--- src/rtl/ftd_pkg.sv ---
package ftd_pkg;

    // Calibration sequencer states.
    typedef enum logic [1:0] {
        CAL_IDLE    = 2'd0,
        CAL_ARM     = 2'd1,
        CAL_MEASURE = 2'd2,
        CAL_COMMIT  = 2'd3
    } cal_state_e;

endpackage

--- src/rtl/ftd_dither.sv ---
// Bresenham-style error accumulator: one step per period end, and the carry
// requests a long period next.
module ftd_dither #(
    parameter int FRAC_W = 5
) (
    input  logic              clk,
    input  logic              rst_n,
    input  logic              clear,
    input  logic              step,
    input  logic [FRAC_W-1:0] frac,
    output logic              long_next
);
    logic [FRAC_W-1:0] acc;
    logic [FRAC_W:0]   sum;

    assign sum       = {1'b0, acc} + {1'b0, frac};
    assign long_next = sum[FRAC_W];

    always_ff @(posedge clk or negedge rst_n) begin
        if (!rst_n) begin
            acc <= '0;
        end else if (clear) begin
            acc <= '0;
        end else if (step) begin
            acc <= sum[FRAC_W-1:0];
        end
    end
endmodule

--- src/rtl/ftd_countdown.sv ---
// Period timer: counts down to zero, ticks there, reloads N-1 or N.
module ftd_countdown #(
    parameter int DIV_W = 16,
    parameter int DEF_N = 32768
) (
    input  logic             clk,
    input  logic             rst_n,
    input  logic             restart,
    input  logic [DIV_W-1:0] restart_n,
    input  logic [DIV_W-1:0] n_cur,
    input  logic             extend,
    output logic             tick
);
    localparam logic [DIV_W-1:0] ONE        = DIV_W'(1);
    localparam logic [DIV_W-1:0] RESET_LOAD = DIV_W'(DEF_N - 1);

    logic [DIV_W-1:0] cnt;
    logic [DIV_W-1:0] ext_w;

    assign ext_w = {{(DIV_W-1){1'b0}}, extend};
    assign tick  = (cnt == '0);

    always_ff @(posedge clk or negedge rst_n) begin
        if (!rst_n) begin
            cnt <= RESET_LOAD;
        end else if (restart) begin
            cnt <= restart_n - ONE;
        end else if (cnt == '0) begin
            cnt <= n_cur - ONE + ext_w;
        end else begin
            cnt <= cnt - ONE;
        end
    end
endmodule

--- src/rtl/ftd_calibrator.sv ---
// Counts clock cycles across 2**FRAC_W reference seconds and splits the
// total into integer divisor and fractional numerator.
module ftd_calibrator
    import ftd_pkg::*;
#(
    parameter int DIV_W  = 16,
    parameter int FRAC_W = 5
) (
    input  logic              clk,
    input  logic              rst_n,
    input  logic              cal_start,
    input  logic              ref_pulse,
    output logic              busy,
    output logic              commit,
    output logic [DIV_W-1:0]  meas_n,
    output logic [FRAC_W-1:0] meas_frac
);
    localparam int                MEAS_W   = DIV_W + FRAC_W;
    localparam logic [FRAC_W-1:0] SECS_MAX = '1;

    cal_state_e        state, state_nx;
    logic [MEAS_W-1:0] meas;
    logic [FRAC_W-1:0] secs;

    // State register.
    always_ff @(posedge clk or negedge rst_n) begin
        if (!rst_n) begin
            state <= CAL_IDLE;
        end else begin
            state <= state_nx;
        end
    end

    // Transitions.
    always_comb begin
        state_nx = state;
        unique case (state)
            CAL_IDLE:    if (cal_start) state_nx = CAL_ARM;
            CAL_ARM:     if (ref_pulse) state_nx = CAL_MEASURE;
            CAL_MEASURE: if (ref_pulse && secs == SECS_MAX) state_nx = CAL_COMMIT;
            CAL_COMMIT:  state_nx = CAL_IDLE;
        endcase
    end

    // Measurement datapath.
    always_ff @(posedge clk or negedge rst_n) begin
        if (!rst_n) begin
            meas <= '0;
            secs <= '0;
        end else if (state == CAL_ARM && ref_pulse) begin
            meas <= '0;
            secs <= '0;
        end else if (state == CAL_MEASURE) begin
            meas <= meas + MEAS_W'(1);
            if (ref_pulse) begin
                secs <= secs + FRAC_W'(1);
            end
        end
    end

    // Outputs.
    always_comb begin
        busy      = (state != CAL_IDLE);
        commit    = (state == CAL_COMMIT);
        meas_n    = meas[MEAS_W-1:FRAC_W];
        meas_frac = meas[FRAC_W-1:0];
    end
endmodule

--- src/rtl/frac_tick_divider.sv ---
module frac_tick_divider #(
    parameter int DIV_W  = 16,
    parameter int FRAC_W = 5,
    parameter int DEF_N  = 32768
) (
    input  logic              clk,
    input  logic              rst_n,
    input  logic              cfg_load,
    input  logic [DIV_W-1:0]  cfg_n,
    input  logic [FRAC_W-1:0] cfg_frac,
    input  logic              cal_start,
    input  logic              ref_pulse,
    output logic              tick,
    output logic              cal_busy,
    output logic [DIV_W-1:0]  active_n,
    output logic [FRAC_W-1:0] active_frac
);
    logic [DIV_W-1:0]  n_reg, cal_n, restart_n;
    logic [FRAC_W-1:0] f_reg, cal_f, restart_f;
    logic              cal_commit, cfg_take, restart, extend, step;

    assign cfg_take  = cfg_load & ~cal_busy;
    assign restart   = cfg_take | cal_commit;
    assign restart_n = cal_commit ? cal_n : cfg_n;
    assign restart_f = cal_commit ? cal_f : cfg_frac;
    assign step      = tick & ~restart;

    always_ff @(posedge clk or negedge rst_n) begin
        if (!rst_n) begin
            n_reg <= DIV_W'(DEF_N);
            f_reg <= '0;
        end else if (restart) begin
            n_reg <= restart_n;
            f_reg <= restart_f;
        end
    end

    assign active_n    = n_reg;
    assign active_frac = f_reg;

    ftd_calibrator #(.DIV_W(DIV_W), .FRAC_W(FRAC_W)) u_cal (
        .clk       (clk),
        .rst_n     (rst_n),
        .cal_start (cal_start),
        .ref_pulse (ref_pulse),
        .busy      (cal_busy),
        .commit    (cal_commit),
        .meas_n    (cal_n),
        .meas_frac (cal_f)
    );

    ftd_dither #(.FRAC_W(FRAC_W)) u_dither (
        .clk       (clk),
        .rst_n     (rst_n),
        .clear     (restart),
        .step      (step),
        .frac      (f_reg),
        .long_next (extend)
    );

    ftd_countdown #(.DIV_W(DIV_W), .DEF_N(DEF_N)) u_count (
        .clk       (clk),
        .rst_n     (rst_n),
        .restart   (restart),
        .restart_n (restart_n),
        .n_cur     (n_reg),
        .extend    (extend),
        .tick      (tick)
    );
endmodule

--- config.mk ---
export PLATFORM = sky130hd
export DESIGN_NAME = frac_tick_divider
export DESIGN_NICKNAME = d
export VERILOG_FILES = /design/src/rtl/ftd_pkg.sv /design/src/rtl/ftd_dither.sv /design/src/rtl/ftd_countdown.sv /design/src/rtl/ftd_calibrator.sv /design/src/rtl/frac_tick_divider.sv
export SDC_FILE = /design/constraint.sdc
export NUM_CORES = 1
export LEC_CHECK = 0
export BUFFER_PORTS_ARGS = -buffer_cell sky130_fd_sc_hd__buf_2
export CORE_ASPECT_RATIO = 1.4
export CORE_MARGIN = 8
export CORE_UTILIZATION = 40
export DETAILED_ROUTE_END_ITERATION = 8
export HOLD_SLACK_MARGIN = 0.1
export PLACE_DENSITY_LB_ADDON = 0.12
export SETUP_SLACK_MARGIN = 0.1
export SLEW_MARGIN = 10
export SYNTH_ARGS = -nofsm -noshare
export SYNTH_HDL_FRONTEND = slang
export SYNTH_SLANG_ARGS = --single-unit
--- constraint.sdc ---
create_clock -name clk -period 4.91 [get_ports clk]
set_clock_uncertainty 0.05 [all_clocks]
set_input_delay 0.2455 -clock clk [delete_from_list [all_inputs] [get_ports clk]]
set_output_delay 0.2455 -clock clk [all_outputs]
set_load 0.02 [all_outputs]
==> reports/metrics.yaml <==
run_status:
  outcome: "complete, no violations"
timing:
  fmax_mhz: 306
  rsz0062_at_grt: "no"
  slew_headroom_pct: 38.3
  setup_viol: 0
  min_period_ps: 3260
  worst_slack_ps: 1650
  worst_slew_pin_slew_ps: 925
  final_hold_viol_count: 0
  period_share_pct: 66.5
  slew_violations: 0
  tns_ps: 0
clock_tree:
  cts_root_buf: "clkbuf_16"
  cts_setup_buffers: 0
  clock_sinks: 70
  path_clk_slew_ps: 60
  cts_resized: 0
  clkLatencyLatePin_ps: 330
  postCtsHoldBufs: 0
  cts_buffer_depth: 2
  numCtsBuffers: 9
  htreeDepth: 3
  cts_tree: "done"
cells_and_area:
  multi_input_area_mm2: 0.00260
  diodes: 0
  finalNonFillerCells: 685
  seq_area_mm2: 0.00177
  final_common_cell: "dfrtp_1"
  final_cell_mix: "dfrtp_1 (54), nor2_1 (53), buf_2 (48)"
  drive_gt1_share_pct: 18.1
  nets: 581
  syn2layout_area_growth_pct: 14.9
  n_fill_cell: 1101
logic_synthesis:
  seq_area_frac_synth_pct: 39.1
  synth_area_per_cell_um2: 9.20
  synth.mux.area_fraction_pct: 7.64
  syn-num-nets: 538
  synth_edf_count: 0
  synthAdderAreaFrac_pct: 5.41
  async_reset_ff_share_pct: 100
  synth-main-ff-cell: "dfrtp_1"
  post_synth_num_cell_types: 56
  yosys_warnings: 0
  syn_area_mm2: 0.00454
  synth_compound_gate_area_share_pct: 11.5
  ys_seq_elements: 70
  synth_xor_area_share_pct: 10.6
  synth-simple-area-share_pct: 22.0
  synth_top_family_by_area: "simple AND/OR/NAND/NOR gates"
  synth_cells: 493
placed_design:
  place.gp.congestion: 0.855
  dp_hpwl_um: 8420
  place_ws_ps: 1600
  dp_cells: 669
  portBuffers: 48
routing:
  drt_wl_total_um: 11200
  wl_per_cell_um: 16.4
  vias_per_cell: 5.31
  ant_nets: 0
  dr_wl_met2_um: 5690
  drt_pass1_iterations: 5
  drc: 0
  vias: 3637
  drtIter0Drc: 133
  met3_length_um: 274
  m1WireLength_um: 4990
  top_layer: "met4"
global_routing:
  grt_pass1_vias: 3667
  grt_overflow: 0
  antenna_found_initial: 0
  grt_pass1_wl_um: 18700
  grt_max_degree: 71
  grt_usage_pct: 15.5
floorplanning:
  core_mm2: 0.0112
  rows: 46
  start_util_pct: 40.4
  chipWidth_um: 106
  pin_count: 49
  die_area_mm2: 0.0151
  die_y_um: 142
power:
  switchingPower_mw: 1.38
  p_per_area_mw_per_mm2: 627
  power_frac_seq_pct: 33.8
  p_int_mw: 1.89
  clkPwrFrac_pct: 20.7
  p_leak_nw: 2.16
  p_sw_share_pct: 42.2
  peakVddDrop_mv: 0.275
  pwr-share-comb_pct: 45.5
  total_power_mw: 3.27
setup_path:
  rr_endpoint: "u_count.cnt[14]$_DFF_PN1_"
  regToRegSetupSlack_ps: 1650
  cp_cell_sequence: "ha_1 -> a21o_1 -> a21o_1 -> a21o_1 -> a21oi_1 -> ha_1 -> ha_1 -> nor3b_1 -> nand2_1 -> nor4_1 -> xnor2_1 -> a211oi_1"
  r2r_start: "active_frac[1]$_DFFE_PN0N_"
  cpPeakStageDelay_ps: 520
  reg2regPathDepth: 12
  slowest_stage: "nor3b_1"
  critPathArrivalTime_ps: 3460
  crit_type: "flip-flop to flip-flop"
  cp-start-kind: "flip-flop"
  critical_path.max_fanout: 5
  critPathRequiredTime_ps: 5110
  critPathCaptureType: "flip-flop"
flow_run:
  drv_cap: 0
hold_path:
  hold_path_class: "primary input to async pin"
## per-stage QoR
stage                     instance area [µm²]  hold slack (ps)  util (%)
after floorplan                          4540             -100         -
after global placement                   4900              454      43.6
after detailed placement                 4900              458      43.6
after CTS                                5210              121      46.4
after global routing                     5210              174      46.4
final                                    5210             49.2      46.4
## critical path, delay by kind of cell (launching register included)
| family | cells | cell delay, ps |
|---|---|---|
| DFF | 1 | 400 |
| and+or+nand+nor | 3 | 1020 |
| adders and majority gates | 3 | 690 |
| AOI/OAI and AO/OA | 5 | 910 |
| xor gates and xnor gates | 1 | 100 |
## routing by layer
layer,track usage [%],up-vias
li1,-,1830
met1,18.2,1733
met2,26.7,54
met3,2.95,20
met4,6.91,0
met5,0,-
## Yosys cell counts (2+ instances only)
cell | number | share of area, %
nor2b_1 | 4 | 0.55
nor4_1 | 9 | 1.2
xor2_1 | 20 | 3.9
or3_1 | 7 | 0.97
mux2i_1 | 29 | 6.4
xnor2_1 | 35 | 6.8
and4_1 | 3 | 0.58
nor4b_1 | 2 | 0.39
clkbuf_1 | 12 | 0.99
buf_2 | 3 | 0.33
nor4b_2 | 2 | 0.66
buf_1 | 2 | 0.17
o22ai_1 | 5 | 0.69
nor3b_1 | 7 | 1.2
nand4_1 | 12 | 1.7
inv_1 | 22 | 1.8
dfstp_2 | 16 | 9.3
nand2_1 | 33 | 2.7
ha_1 | 18 | 5.0
and3_1 | 3 | 0.41
mux2_2 | 5 | 1.2
a22o_1 | 4 | 0.77
and2_1 | 2 | 0.28
nand3b_1 | 3 | 0.50
nand3_1 | 15 | 1.7
a211oi_1 | 2 | 0.33
nor2_1 | 53 | 4.4
or2_2 | 2 | 0.28
nand2b_1 | 2 | 0.28
o21ai_0 | 22 | 2.4
a21o_1 | 4 | 0.66
a21oi_1 | 31 | 3.4
nor3_1 | 20 | 2.2
or3b_1 | 2 | 0.39
dfrtp_1 | 54 | 30
o211ai_1 | 3 | 0.50
o21a_1 | 5 | 0.83
a22oi_1 | 2 | 0.33
## kinds of logic after synthesis
group,Yosys count
XOR/XNOR,55
AND/OR/NAND/NOR,188
flip-flops,70
AO/OA/AOI/OAI,86
buffers and inverters,41
multiplexers,34
adder cells (fa/ha/maj),19
## sequential cells by signal, summed over array words and instances (netlist names)
name	flops
u_cal.secs	5
u_dither.acc	5
active_n	16
active_frac	5
u_cal.state	2
u_cal.meas	21
u_count.cnt	16
## worst max-delay path by stage
stage                          startpoint                         to  slack, ps  cells after the start
3_3_place_gp   active_frac[1]$_DFFE_PN0N_  u_count.cnt[14]$_DFF_PN1_       1690                     12
6_report       active_frac[1]$_DFFE_PN0N_  u_count.cnt[14]$_DFF_PN1_       1650                     12
2_1_floorplan  active_frac[1]$_DFFE_PN0N_  u_count.cnt[14]$_DFF_PN1_       1860                     12
5_1_grt        active_frac[1]$_DFFE_PN0N_  u_count.cnt[14]$_DFF_PN1_       1380                     12
3_5_place_dp   active_frac[1]$_DFFE_PN0N_  u_count.cnt[14]$_DFF_PN1_       1600                     12
4_1_cts        active_frac[1]$_DFFE_PN0N_  u_count.cnt[14]$_DFF_PN1_       1590                     12
## power by group through the flow
| stage | combinational, mW | clock [mW] | sequential [mW] |
|---|---|---|---|
| after detailed placement | 1.49 | 0 | 1.11 |
| after global placement | 1.48 | 0 | 1.11 |
| after CTS | 1.50 | 0.698 | 1.10 |
| after global routing | 1.67 | 0.713 | 1.14 |
| after floorplan | 1.04 | 0 | 1.15 |
| final | 1.49 | 0.676 | 1.10 |
## final cells by class
cell class / instances / share of cell area, %
timing repair buffer: 51 / 5.04
inverter: 22 / 1.58
clock inverter: 3 / 0.816
multi-input combinational: 382 / 49.9
tap: 144 / 3.46
sequential: 70 / 34.0
clock buffer: 13 / 5.19
(Power assumes the default switching activity.)
